**src/rtl/mp_intc_pkg.sv**
```systemverilog
package mp_intc_pkg;
  localparam int WORD_W = 32;
  localparam int OFS_W  = 8;

  localparam logic [1:0] KIND_HW  = 2'd0;
  localparam logic [1:0] KIND_IPI = 2'd2;

  localparam logic [7:0] OFS_EVENT    = 8'h00;
  localparam logic [7:0] OFS_IPI_SEND = 8'h01;
  localparam logic [7:0] OFS_IPI_SELF = 8'h02;
  localparam logic [7:0] OFS_IPI_CLR  = 8'h03;
  localparam logic [7:0] OFS_IPI_STAT = 8'h04;
  localparam logic [7:0] OFS_MASK_SET = 8'h10;
  localparam logic [7:0] OFS_MASK_CLR = 8'h11;
  localparam logic [7:0] OFS_MASK     = 8'h12;
  localparam logic [7:0] OFS_SWT_SET  = 8'h13;
  localparam logic [7:0] OFS_SWT_CLR  = 8'h14;
  localparam logic [7:0] OFS_SWT      = 8'h15;
  localparam logic [7:0] OFS_PEND     = 8'h16;
  localparam logic [7:0] OFS_AFF_BASE = 8'h40;

  typedef struct packed {
    logic        valid;
    logic [12:0] rsvd;
    logic [1:0]  kind;
    logic [15:0] num;
  } event_t;

  function automatic logic [WORD_W-1:0] make_event(logic [1:0] kind, logic [15:0] num);
    event_t e;
    e.valid = 1'b1;
    e.rsvd  = '0;
    e.kind  = kind;
    e.num   = num;
    return e;
  endfunction
endpackage

```
**src/rtl/mp_intc_first.sv**
```systemverilog
module mp_intc_first #(
  parameter int W = 16,
  localparam int IW = (W > 1) ? $clog2(W) : 1
) (
  input  logic [W-1:0]  req,
  output logic          found,
  output logic [IW-1:0] idx
);
  always_comb begin
    found = |req;
    idx   = '0;
    for (int i = W - 1; i >= 0; i--) begin
      if (req[i]) idx = IW'(i);
    end
  end
endmodule

```
**src/rtl/mp_intc_cpu.sv**
```systemverilog
module mp_intc_cpu
  import mp_intc_pkg::*;
#(
  parameter int NUM_IRQ = 16,
  localparam int IDX_W = (NUM_IRQ > 1) ? $clog2(NUM_IRQ) : 1
) (
  input  logic               clk,
  input  logic               rst,
  input  logic [NUM_IRQ-1:0] pend,
  input  logic [NUM_IRQ-1:0] mask,
  input  logic [NUM_IRQ-1:0] route,
  input  logic [1:0]         ipi,
  output logic               sel_valid,
  output logic [1:0]         sel_kind,
  output logic [15:0]        sel_num,
  output logic               irq_o
);
  logic [NUM_IRQ-1:0] eligible;
  logic               hw_found;
  logic [IDX_W-1:0]   hw_idx;

  assign eligible = pend & ~mask & route;

  mp_intc_first #(.W(NUM_IRQ)) u_first (
    .req   (eligible),
    .found (hw_found),
    .idx   (hw_idx)
  );

  always_comb begin
    sel_valid = 1'b0;
    sel_kind  = KIND_HW;
    sel_num   = '0;
    if (ipi[0]) begin
      sel_valid = 1'b1;
      sel_kind  = KIND_IPI;
      sel_num   = 16'd0;
    end else if (ipi[1]) begin
      sel_valid = 1'b1;
      sel_kind  = KIND_IPI;
      sel_num   = 16'd1;
    end else if (hw_found) begin
      sel_valid = 1'b1;
      sel_kind  = KIND_HW;
      sel_num   = 16'(hw_idx);
    end
  end

  always_ff @(posedge clk) begin
    if (rst) irq_o <= 1'b0;
    else     irq_o <= (|ipi) | hw_found;
  end
endmodule

```
**src/rtl/mp_intc.sv**
```systemverilog
module mp_intc
  import mp_intc_pkg::*;
#(
  parameter int NUM_IRQ = 16,
  parameter int NUM_CPU = 2,
  parameter int ADDR_W  = 12,
  localparam int CPU_W  = (NUM_CPU > 1) ? $clog2(NUM_CPU) : 1,
  localparam int PAGE_W = ADDR_W - OFS_W,
  localparam int IDX_W  = (NUM_IRQ > 1) ? $clog2(NUM_IRQ) : 1
) (
  input  logic               clk,
  input  logic               rst,
  input  logic [NUM_IRQ-1:0] hw_irq,
  input  logic [CPU_W-1:0]   bus_cpu,
  input  logic               wr_en,
  input  logic               rd_en,
  input  logic [ADDR_W-1:0]  addr,
  input  logic [WORD_W-1:0]  wdata,
  output logic [WORD_W-1:0]  rdata,
  output logic [NUM_CPU-1:0] cpu_irq
);
  // controller state
  logic [NUM_IRQ-1:0]              mask_q;
  logic [NUM_IRQ-1:0]              swt_q;
  logic [NUM_IRQ-1:0][NUM_CPU-1:0] aff_q;
  logic [NUM_CPU-1:0][1:0]         ipi_q;

  // address decode
  logic [PAGE_W-1:0] page;
  logic [PAGE_W-1:0] tgt;
  logic [OFS_W-1:0]  ofs;
  logic              tgt_ok;
  logic [OFS_W-1:0]  aff_ofs;
  logic              aff_hit;
  logic [IDX_W-1:0]  aff_sel;

  assign page    = addr[ADDR_W-1:OFS_W];
  assign ofs     = addr[OFS_W-1:0];
  assign tgt     = (page == '0) ? PAGE_W'(bus_cpu) : page - 1'b1;
  assign tgt_ok  = int'(tgt) < NUM_CPU;
  assign aff_ofs = ofs - OFS_AFF_BASE;
  assign aff_hit = (ofs >= OFS_AFF_BASE) && (int'(aff_ofs) < NUM_IRQ);
  assign aff_sel = aff_ofs[IDX_W-1:0];

  logic do_wr;
  logic do_rd;
  assign do_wr = wr_en & tgt_ok;
  assign do_rd = rd_en & ~wr_en;

  // per-CPU selection
  logic [NUM_IRQ-1:0]              pend;
  logic [NUM_CPU-1:0][NUM_IRQ-1:0] route;
  logic [NUM_CPU-1:0]              sel_valid;
  logic [NUM_CPU-1:0][1:0]         sel_kind;
  logic [NUM_CPU-1:0][15:0]        sel_num;

  assign pend = hw_irq | swt_q;

  always_comb begin
    for (int c = 0; c < NUM_CPU; c++) begin
      for (int i = 0; i < NUM_IRQ; i++) begin
        route[c][i] = aff_q[i][c];
      end
    end
  end

  genvar gc;
  generate
    for (gc = 0; gc < NUM_CPU; gc++) begin : g_cpu
      mp_intc_cpu #(.NUM_IRQ(NUM_IRQ)) u_cpu (
        .clk       (clk),
        .rst       (rst),
        .pend      (pend),
        .mask      (mask_q),
        .route     (route[gc]),
        .ipi       (ipi_q[gc]),
        .sel_valid (sel_valid[gc]),
        .sel_kind  (sel_kind[gc]),
        .sel_num   (sel_num[gc]),
        .irq_o     (cpu_irq[gc])
      );
    end
  endgenerate

  // selection for the addressed CPU
  logic        t_valid;
  logic [1:0]  t_kind;
  logic [15:0] t_num;
  logic [1:0]  t_ipi;
  logic        evt_take;

  always_comb begin
    t_valid = 1'b0;
    t_kind  = KIND_HW;
    t_num   = '0;
    t_ipi   = '0;
    for (int c = 0; c < NUM_CPU; c++) begin
      if (c == int'(tgt)) begin
        t_valid = sel_valid[c];
        t_kind  = sel_kind[c];
        t_num   = sel_num[c];
        t_ipi   = ipi_q[c];
      end
    end
  end

  assign evt_take = do_rd && tgt_ok && (ofs == OFS_EVENT) && t_valid;

  // state update
  always_ff @(posedge clk) begin
    if (rst) begin
      mask_q <= '1;
      swt_q  <= '0;
      ipi_q  <= '0;
      for (int i = 0; i < NUM_IRQ; i++) aff_q[i] <= NUM_CPU'(1);
    end else if (do_wr) begin
      case (ofs)
        OFS_MASK_SET: mask_q <= mask_q | wdata[NUM_IRQ-1:0];
        OFS_MASK_CLR: mask_q <= mask_q & ~wdata[NUM_IRQ-1:0];
        OFS_SWT_SET:  swt_q  <= swt_q | wdata[NUM_IRQ-1:0];
        OFS_SWT_CLR:  swt_q  <= swt_q & ~wdata[NUM_IRQ-1:0];
        OFS_IPI_SEND: begin
          for (int c = 0; c < NUM_CPU; c++) begin
            if (wdata[c]) ipi_q[c][0] <= 1'b1;
          end
        end
        OFS_IPI_SELF: begin
          for (int c = 0; c < NUM_CPU; c++) begin
            if (c == int'(tgt) && wdata[0]) ipi_q[c][1] <= 1'b1;
          end
        end
        OFS_IPI_CLR: begin
          for (int c = 0; c < NUM_CPU; c++) begin
            if (c == int'(tgt)) ipi_q[c] <= ipi_q[c] & ~wdata[1:0];
          end
        end
        default: begin
          if (aff_hit) aff_q[aff_sel] <= wdata[NUM_CPU-1:0];
        end
      endcase
    end else if (evt_take) begin
      if (t_kind == KIND_IPI) begin
        for (int c = 0; c < NUM_CPU; c++) begin
          if (c == int'(tgt)) ipi_q[c][t_num[0]] <= 1'b0;
        end
      end else begin
        mask_q[t_num[IDX_W-1:0]] <= 1'b1;
      end
    end
  end

  // read path
  logic [WORD_W-1:0] rd_next;

  always_comb begin
    rd_next = '0;
    if (tgt_ok) begin
      case (ofs)
        OFS_EVENT:    rd_next = t_valid ? make_event(t_kind, t_num) : '0;
        OFS_IPI_STAT: rd_next = {30'b0, t_ipi};
        OFS_MASK:     rd_next = WORD_W'(mask_q);
        OFS_SWT:      rd_next = WORD_W'(swt_q);
        OFS_PEND:     rd_next = WORD_W'(pend);
        default: begin
          if (aff_hit) rd_next = WORD_W'(aff_q[aff_sel]);
        end
      endcase
    end
  end

  always_ff @(posedge clk) begin
    if (rst)        rdata <= '0;
    else if (do_rd) rdata <= rd_next;
  end

  logic unused_bits;
  assign unused_bits = ^{wdata, sel_num};
endmodule

```
**config.mk**
```make
export PLATFORM = sky130hd
export DESIGN_NAME = mp_intc
export DESIGN_NICKNAME = d
export VERILOG_FILES = /design/src/rtl/mp_intc_pkg.sv /design/src/rtl/mp_intc_first.sv /design/src/rtl/mp_intc_cpu.sv /design/src/rtl/mp_intc.sv
export SDC_FILE = /design/constraint.sdc
export NUM_CORES = 1
export LEC_CHECK = 0
export ABC_AREA = 1
export BUFFER_PORTS_ARGS = -buffer_cell sky130_fd_sc_hd__clkbuf_2
export CAP_MARGIN = 25
export CORE_MARGIN = 2
export CORE_UTILIZATION = 45
export DETAILED_ROUTE_END_ITERATION = 6
export PLACE_DENSITY = 0.69
export SYNTH_ARGS = -nofsm -noshare
export SYNTH_HDL_FRONTEND = slang
export SYNTH_SLANG_ARGS = --single-unit
export TNS_END_PERCENT = 50
```
**constraint.sdc**
```tcl
create_clock -name clk -period 2.2 [get_ports clk]
set_input_delay 0.11 -clock clk [delete_from_list [all_inputs] [get_ports clk]]
set_output_delay 0.11 -clock clk [all_outputs]
set_load 0.02 [all_outputs]
```
==> results.json, run 1 <==
{
  "outcome": "complete, but fails checks",
  "violations": "setup timing",
  "m1WireLength_mm": 7.90,
  "num_vias": 6240,
  "fin_area_sq_mm": 0.00696,
  "end_kind": "flop",
  "sw_frac_of_total_pct": 25.8,
  "grt_max_degree": 42,
  "synth_cell_types": 44,
  "grt_pass1_wl_mm": 29.2,
  "hold_violations": 0,
  "netlist_instances": 878,
  "finalWirelength_mm": 18.7,
  "grt_overflow": 0,
  "synth.area.top_cells": "dfxtp_1 32%, nand2_1 15%, a21oi_1 7.2%",
  "synth_top_cell_by_area": "dfxtp_1",
  "synth_area_sq_mm": 0.00556,
  "cpMostUsedCell": "nand2_1",
  "clk_path_buf_depth": 2,
  "rsz0062_at_grt": "true",
  "fin_skew_ns": 0.00609,
  "leakage_nw": 3.29,
  "comb_power_share_pct": 8.9,
  "p_int_mw": 2.55,
  "grt_pass1_vias": 5914,
  "rows": 40,
  "cts.sink_count": 88,
  "powerDensity_mw_per_mm2": 494,
  "crit_arrival_ns": 2.49,
  "placed_cell_area_sq_mm": 0.00643,
  "initial_core_util_pct": 46.3,
  "final_nets": 1069,
  "hold_path.class": "primary input to flop",
  "path_delay_family": "simple AND/OR/NAND/NOR gates",
  "die_area_sq_mm": 0.0133,
  "synth_warnings": 0,
  "criticalPathCategory": "flop to flop",
  "dr.max_layer_used": "met4",
  "tightest_slew_ns": 0.635,
  "power.share.clock_pct": 44.7,
  "finalSetupViolCount": 4,
  "seqPwrFrac_pct": 46.4,
  "cts-root-buf": "clkbuf_16",
  "cap_violations": 0,
  "startpoint_type": "flop",
  "cts_buffers": 9,
  "io_pins": 99,
  "via_per_inst": 5.40,
  "wl_met3_mm": 1.31,
  "drc": 0,
  "dpl.cell_count": 1134,
  "core_area_sq_mm": 0.0120,
  "synthDominantCellAreaShare_pct": 31.7,
  "vdd_drop_max_mv": 0.500,
  "cp_cell_sequence": "or2_4 > nand3_4 > buf_4 > nand2_1 > nor2_2 > nand2_2 > nor3b_4 > o21ai_2 > nand2_4 > nor2_8 > inv_4 > o21ai_4 > buf_12 > buf_4 > o21ai_2 > nor2_1 > nand2_1 > nand2_1",
  "ys_seq_elements": 88,
  "max-slew-margin-rel_pct": 57.6,
  "place.gp.congestion": 1.03,
  "required_ns": 2.45,
  "dr.pass1.iters": 5,
  "drv_slew": 0,
  "antenna_found_initial": 0,
  "die_w_microns": 115,
  "syn_area_per_cell_sq_um": 6.33,
  "cts_max_level": 3,
  "num_antenna_cells": 0,
  "die_h_microns": 115,
  "finalWorstSetupSlack_ns": -0.0377,
  "route.met2.wl_mm": 8.82,
  "clk_latency_ns": 0.35,
  "critPathSlowestCell": "dfxtp_2",
  "critPathBufInv": 4,
  "drtIter0Drc": 563,
  "cts_tree": "done",
  "critPathMaxStageDelay_ns": 0.32,
  "syn_to_final_growth_pct": 25.3,
  "drive_gt1_share_pct": 26.1,
  "fmax_ghz": 0.447,
  "final_cells": 1156,
  "grt_use_total_pct": 28.4,
  "portBuffers": 68,
  "min_period_ns": 2.24,
  "clkTransAtPathRegs_ns": 0.07,
  "wl_per_cell_microns": 16.2,
  "ys_seq_area_share_pct": 31.7,
  "dp_hpwl_mm": 13.9,
  "ant_nets": 0,
  "critPathMaxFanout": 14,
  "p_switching_mw": 0.885,
  "fin_crit_sh_pct": 102
}
==> layout by cell type, fill, tap and decap left out, types with 14 or more instances in the layout <==
master    synthesis  routed
o21ai_0          44      43
nor2_2           10      14
dfxtp_1          88      85
inv_2            24      26
clkbuf_2          0      68
conb_1            1      14
nor2_1          101      94
nand2_1         227     221
buf_4            16      68
nand3_1          53      43
inv_1            84      81
a21oi_1          80      80
o211ai_1         19      19
==> worst paths after layout <==
path | start | cells past startpoint | slack (ns) | to
min | wdata[9] | 4 | 0.09 | flop
max | flop | 18 | -0.04 | flop
max reg2reg | flop | 18 | -0.04 | flop
min reg2reg | rdata[31]$_SDFFE_PP0P_ | 2 | 0.47 | rdata[31]$_SDFFE_PP0P_
==> through the flow <==
step                      power [mW]   TNS [ns]  hold slack, ns  utilization (%)  worst slack (ns)
final                           3.44     -0.124          0.0926             57.9           -0.0377
after global placement          1.92     -0.580           0.451             53.5            -0.100
after CTS                       3.44  -0.000427          0.0929             56.6         -0.000427
after global routing            3.54      -3.96           0.103             57.9            -0.243
after detailed placement        1.92      -1.48           0.443             53.5            -0.190
after floorplan                 1.81          0           0.236                -             0.294
==> cell type report <==
type,count,area (sq um)
sequential,88,1770
clock buffer,13,270
tap,147,184
clock inverter,3,25.0
timing repair buffer,142,936
inverter,112,425
fill,1168,5050
multi-input combinational,651,3350
==> power by group through the flow <==
stage	Sequential [mW]	Combinational [mW]	Clock (mW)
after floorplan	1.63	0.179	0
after global placement	1.63	0.294	0
after detailed placement	1.63	0.293	0
after CTS	1.59	0.298	1.54
after global routing	1.59	0.331	1.62
final	1.59	0.308	1.54
==> what timing repair did <==
action	CTS	global route
buffers inserted	3	2
cloned	0	1
gates resized for setup	11	36
setup endpoints to repair	19	23
pin swaps	2	20
hold buffers	0	0
==> routing by layer <==
layer / vias up / global-route usage [%]
met5: - / 0
met4: 0 / 11.9
met3: 50 / 5.69
met2: 272 / 47.9
met1: 2810 / 35.5
li1: 3108 / -
==> synth_stat cells <==
cell and count:
conb_1 1, o221ai_1 11, o21ai_0 44, nand2_4 2, a221oi_1 3, buf_2 3, a22oi_1 12, o21a_1 1
dfxtp_1 88, a21oi_1 80, nand3_1 53, nor3_1 9, nand3_2 5, o21ai_2 9, o22ai_1 4, nor2_1 101
o31ai_1 1, buf_4 16, or2_2 1, inv_4 1, nor4_1 3, or2_4 3, o211ai_1 19, nand2_1 227
inv_1 84, or2_1 4, inv_2 24, clkbuf_1 20, o21ai_4 1, nand4_1 4, buf_6 2, nor3_2 3
nor2_8 1, a41oi_1 1, o2111ai_1 2, nand2_2 9, nor2_4 5, o21ai_1 2, o21bai_1 1, a2111oi_0 1
clkinv_1 3, a31oi_1 3, nor2_2 10, nor3b_2 1
==> logic make-up after synthesis <==
kind of cell | after synthesis | share of synthesized area [%]
AO/OA/AOI/OAI | 195 | 21.3
flip-flops | 88 | 31.7
other | 1 | 0.0675
AND/OR/NAND/NOR | 441 | 35.1
buffers and inverters | 153 | 11.8
==> worst register-to-register path, cell delays in order (launching register included) <==
cell	delay (ns)
dfxtp_2	0.32
or2_4	0.26
nand3_4	0.07
buf_4	0.11
nand2_1	0.05
nor2_2	0.12
nand2_2	0.10
nor3b_4	0.21
o21ai_2	0.09
nand2_4	0.09
nor2_8	0.04
inv_4	0.06
o21ai_4	0.06
buf_12	0.18
buf_4	0.14
o21ai_2	0.06
nor2_1	0.05
nand2_1	0.07
nand2_1	0.04
Note: power is estimated with default switching activity, not from simulation.
==> run 2: changes to the inputs <==
- PLACE_DENSITY: 0.69 -> 0.71
- clock period: 2.2 -> 2.1 ns (I/O delays scaled with it)
==> results.json, run 2 (synthesized netlist as in run 1, its figures left out) <==
{
  "final_cell_mix": "218 x nand2_1, 124 x buf_4, 90 x nor2_1",
  "dp_hpwl_mm": 14.4,
  "drive_gt1_share_pct": 31.2,
  "max-slew-margin-rel_pct": 60.3,
  "die_h_microns": 115,
  "clk_latency_ns": 0.36,
  "tightest_slew_ns": 0.595,
  "initial_core_util_pct": 46.3,
  "drtIter0Drc": 514,
  "total_power_mw": 3.59,
  "criticalPathCategory": "flop to flop",
  "drc": 0,
  "fin_crit_sh_pct": 108,
  "die_w_microns": 115,
  "core_area_sq_mm": 0.0120,
  "startpoint_type": "flop",
  "cts-root-buf": "clkbuf_16",
  "cts_hold_buf": 0,
  "fin_skew_ns": 0.00944,
  "grt_pass1_wl_mm": 30.4,
  "drv_slew": 0,
  "die_area_sq_mm": 0.0133,
  "finalSetupViolCount": 22,
  "dr.pass1.iters": 6,
  "io_pins": 99,
  "wl_per_cell_microns": 16.1,
  "outcome": "complete, but fails checks",
  "ant_nets": 0,
  "grt_max_degree": 42,
  "required_ns": 2.40,
  "cap_violations": 0,
  "layout_commonest_cell": "nand2_1",
  "syn_to_final_growth_pct": 33.7,
  "grt_use_total_pct": 30.0,
  "critPathMaxFanout": 4,
  "cts_max_level": 3,
  "hold_violations": 0,
  "via_per_inst": 5.31,
  "portBuffers": 68,
  "num_vias": 6420,
  "violations": "setup timing",
  "min_period_ns": 2.28,
  "hold_path.class": "primary input to flop",
  "finalWorstSetupSlack_ns": -0.177,
  "place.gp.congestion": 1.07,
  "clkTransAtPathRegs_ns": 0.06,
  "rsz0062_at_grt": "true",
  "finalWirelength_mm": 19.4,
  "antenna_found_initial": 0,
  "num_antenna_cells": 0,
  "tns_ns": -2.33,
  "grt_overflow": 0,
  "cts.sink_count": 88,
  "cts_buffers": 9,
  "end_kind": "flop",
  "fmax_ghz": 0.439,
  "final_nets": 1124,
  "clk_path_buf_depth": 2,
  "grt_pass1_vias": 6049,
  "cts_tree": "done",
  "crit_arrival_ns": 2.57,
  "vdd_drop_max_mv": 0.480,
  "leakage_nw": 3.57,
  "rows": 40,
  "powerDensity_mw_per_mm2": 483
}
[run 2: critical path: stages, from the launching register on]
cell     delay [ns]
dfxtp_2        0.31
or2_4          0.25
nand3_4        0.07
buf_4          0.11
nand2_1        0.05
nor2_2         0.11
nand2_2        0.09
buf_4          0.14
o21a_1         0.19
nand4_1        0.07
nand2_1        0.10
nor2_1         0.40
nand2_2        0.13
nand2_2        0.10
nand2_1        0.05
nand2_1        0.06
[run 2: per-stage QoR]
step | std cells | worst slack, ns | cell area [sq um] | hold slack, ns | utilization [%]
floorplan | 891 | 0.194 | 5610 | 0.231 | -
global placement | 1184 | -0.232 | 6800 | 0.446 | 56.6
detailed placement | 1184 | -0.315 | 6800 | 0.442 | 56.6
CTS | 1207 | -0.101 | 7320 | 0.0832 | 60.9
global route | 1209 | -0.326 | 7430 | 0.116 | 61.9
finish | 1209 | -0.177 | 7430 | 0.0911 | 61.9
[run 2: area by class of cell]
cell class                 count  area [sq um]
fill                        1121          4580
clock buffer                  11           233
tap                          147           184
multi-input combinational    651          3410
timing repair buffer         197          1360
sequential                    88          1770
inverter                     112           427
clock inverter                 3          45.0
[run 2: final timing paths]
check | from | to | slack [ns] | depth (start not counted)
hold reg to reg | rdata[2]$_SDFFE_PP0P_ | rdata[2]$_SDFFE_PP0P_ | 0.46 | 2
hold / removal | wdata[6] | flop | 0.09 | 4
setup / recovery | flop | flop | -0.18 | 15
setup reg to reg | flop | flop | -0.18 | 15
[run 2: power by group]
group | switching, mW | internal, mW | leakage [nW]
Sequential | 0.000762 | 1.67 | 0.711
Combinational | 0.226 | 0.105 | 2.74
Clock | 0.679 | 0.910 | 0.128
[run 2: repair_timing]
item,4_1_cts,5_1_grt
endpoints found under the setup margin,21,24
setup buffers,8,2
pin swaps,18,18
gates cloned,1,0
resized for setup,34,33
[run 2: metal layers]
layer / up-vias / part of all wire (%) / global-route usage [%]
li1: 3216 / - / -
met1: 2883 / 42 / 37.6
met2: 274 / 47 / 50.6
met3: 47 / 7.0 / 5.22
met4: 0 / 3.7 / 13.7
met5: - / 0 / 0
==> run 3: changes to the inputs <==
- MAX_ROUTING_LAYER: unset -> met4
==> results.json, run 3 (synthesized netlist as in run 1, its figures left out) <==
{
  "cts_tree": "done",
  "fin_skew_ns": 0.00891,
  "dp_hpwl_mm": 14.4,
  "via_per_inst": 5.40,
  "antenna_found_initial": 0,
  "required_ns": 2.40,
  "startpoint_type": "flop",
  "dr.pass1.iters": 5,
  "clkTransAtPathRegs_ns": 0.06,
  "finalWorstSetupSlack_ns": -0.186,
  "portBuffers": 68,
  "ant_nets": 0,
  "leakage_nw": 3.60,
  "tightest_slew_ns": 0.585,
  "fin_crit_sh_pct": 109,
  "min_period_ns": 2.29,
  "cap_violations": 0,
  "min_from": "wdata[6]",
  "initial_core_util_pct": 46.3,
  "outcome": "complete, but fails checks",
  "syn_to_final_growth_pct": 33.2,
  "critPathMaxFanout": 6,
  "wl_per_cell_microns": 16.4,
  "core_area_sq_mm": 0.0120,
  "critPathBufInv": 0,
  "final_nets": 1127,
  "grt_pass1_vias": 6118,
  "drv_slew": 0,
  "hold_violations": 0,
  "io_pins": 99,
  "cts_buffers": 9,
  "path_delay_family": "simple AND/OR/NAND/NOR gates",
  "criticalPathCategory": "flop to flop",
  "drive_gt1_share_pct": 29.7,
  "finalSetupViolCount": 22,
  "cts_hold_buf": 0,
  "die_h_microns": 115,
  "die_area_sq_mm": 0.0133,
  "critPathSlowestCell": "dfxtp_2",
  "tns_ns": -2.93,
  "clk_latency_ns": 0.36,
  "place.gp.congestion": 1.03,
  "fmax_ghz": 0.437,
  "cpMostUsedCell": "nand2_1",
  "cp_cell_sequence": "or2_4 > nand3_4 > nand2_2 > nand2_1 > nand2_1 > nand2_1 > nand2_1 > nand2_1 > nand2_1 > nand2_1 > nand2_1 > nand2_1 > nand2_1 > nand2_1 > nand2_1 > nand2_1 > nand2_2 > nand2_4 > nand2_8 > nor2_4 > nand2_1 > nand2_1 > nand2_1 > nand2_1",
  "finalWirelength_mm": 19.9,
  "nFillCells": 1120,
  "clk_path_buf_depth": 2,
  "num_antenna_cells": 0,
  "end_kind": "flop",
  "crit_arrival_ns": 2.59,
  "grt_use_total_pct": 31.1,
  "grt_max_degree": 48,
  "final_cell_mix": "218 x nand2_1, 127 x buf_4, 96 x nor2_1",
  "grt_pass1_wl_mm": 30.7,
  "grt_overflow": 0,
  "fin_area_sq_mm": 0.00740,
  "vdd_drop_max_mv": 0.441,
  "rows": 40,
  "layout_commonest_cell": "nand2_1",
  "num_vias": 6549,
  "die_w_microns": 115,
  "drtIter0Drc": 645,
  "cts.sink_count": 88,
  "cts_max_level": 3,
  "powerDensity_mw_per_mm2": 503,
  "critPathMaxStageDelay_ns": 0.33,
  "cts-root-buf": "clkbuf_16",
  "rsz0062_at_grt": "true",
  "placed_cell_area_sq_mm": 0.00682,
  "drc": 0,
  "max-slew-margin-rel_pct": 61.0,
  "hold_path.class": "primary input to flop",
  "violations": "setup timing",
  "total_power_mw": 3.73
}
## run 3: worst paths after layout
path              depth (start not counted)  slack [ns]               endpoint
hold / removal                            4        0.09                   flop
hold reg to reg                           2        0.46  rdata[6]$_SDFFE_PP0P_
setup / recovery                         24       -0.19                   flop
setup reg to reg                         24       -0.19                   flop
## run 3: area by class of cell
type                       instances  area [sq um]  share of cell area, %
inverter                         112           428                   5.78
tap                              147           184                   2.49
clock buffer                      11           233                   3.14
sequential                        88          1770                   23.9
clock inverter                     4          70.1                  0.947
timing repair buffer             200          1390                   18.7
multi-input combinational        651          3330                   45.1
## run 3: routing by layer
layer  up-vias  part of all wire [%]  GRT usage, %
met5         -                     0             -
met4         0                   3.4          14.1
met3        49                   7.8          4.59
met2       302                    48          51.2
met1      2969                    41          37.7
li1       3229                     -             -
## run 3: power breakdown
part	internal (mW)	switching [mW]
registers	1.67	0.000752
clock network	1.03	0.692
logic	0.105	0.224
total	2.81	0.917
## run 3: through the flow
step | utilization, % | instances | hold slack (ns) | setup WS (ns)
finish | 61.6 | 1213 | 0.0928 | -0.186
global route | 61.6 | 1213 | 0.116 | -0.396
CTS | 60.2 | 1206 | 0.0892 | -0.0999
detailed placement | 56.8 | 1186 | 0.454 | -0.304
global placement | 56.8 | 1186 | 0.443 | -0.202
floorplan | - | 891 | 0.231 | 0.194
## run 3: repair_timing
item,in CTS,in global routing
pin swaps,4,20
setup buffers,5,6
cloned,0,1
setup endpoints to repair,22,24
hold endpoints to repair,0,0
gates resized for setup,19,25
## run 3: worst reg2reg max path: stages, from the launching register on
cell and delay [ns]:
dfxtp_2 0.33, or2_4 0.25, nand3_4 0.07, nand2_2 0.04
nand2_1 0.05, nand2_1 0.05, nand2_1 0.07, nand2_1 0.06
nand2_1 0.06, nand2_1 0.05, nand2_1 0.05, nand2_1 0.05
nand2_1 0.07, nand2_1 0.05, nand2_1 0.07, nand2_1 0.06
nand2_1 0.10, nand2_2 0.07, nand2_4 0.12, nand2_8 0.10
nor2_4 0.21, nand2_1 0.09, nand2_1 0.07, nand2_1 0.05
nand2_1 0.05
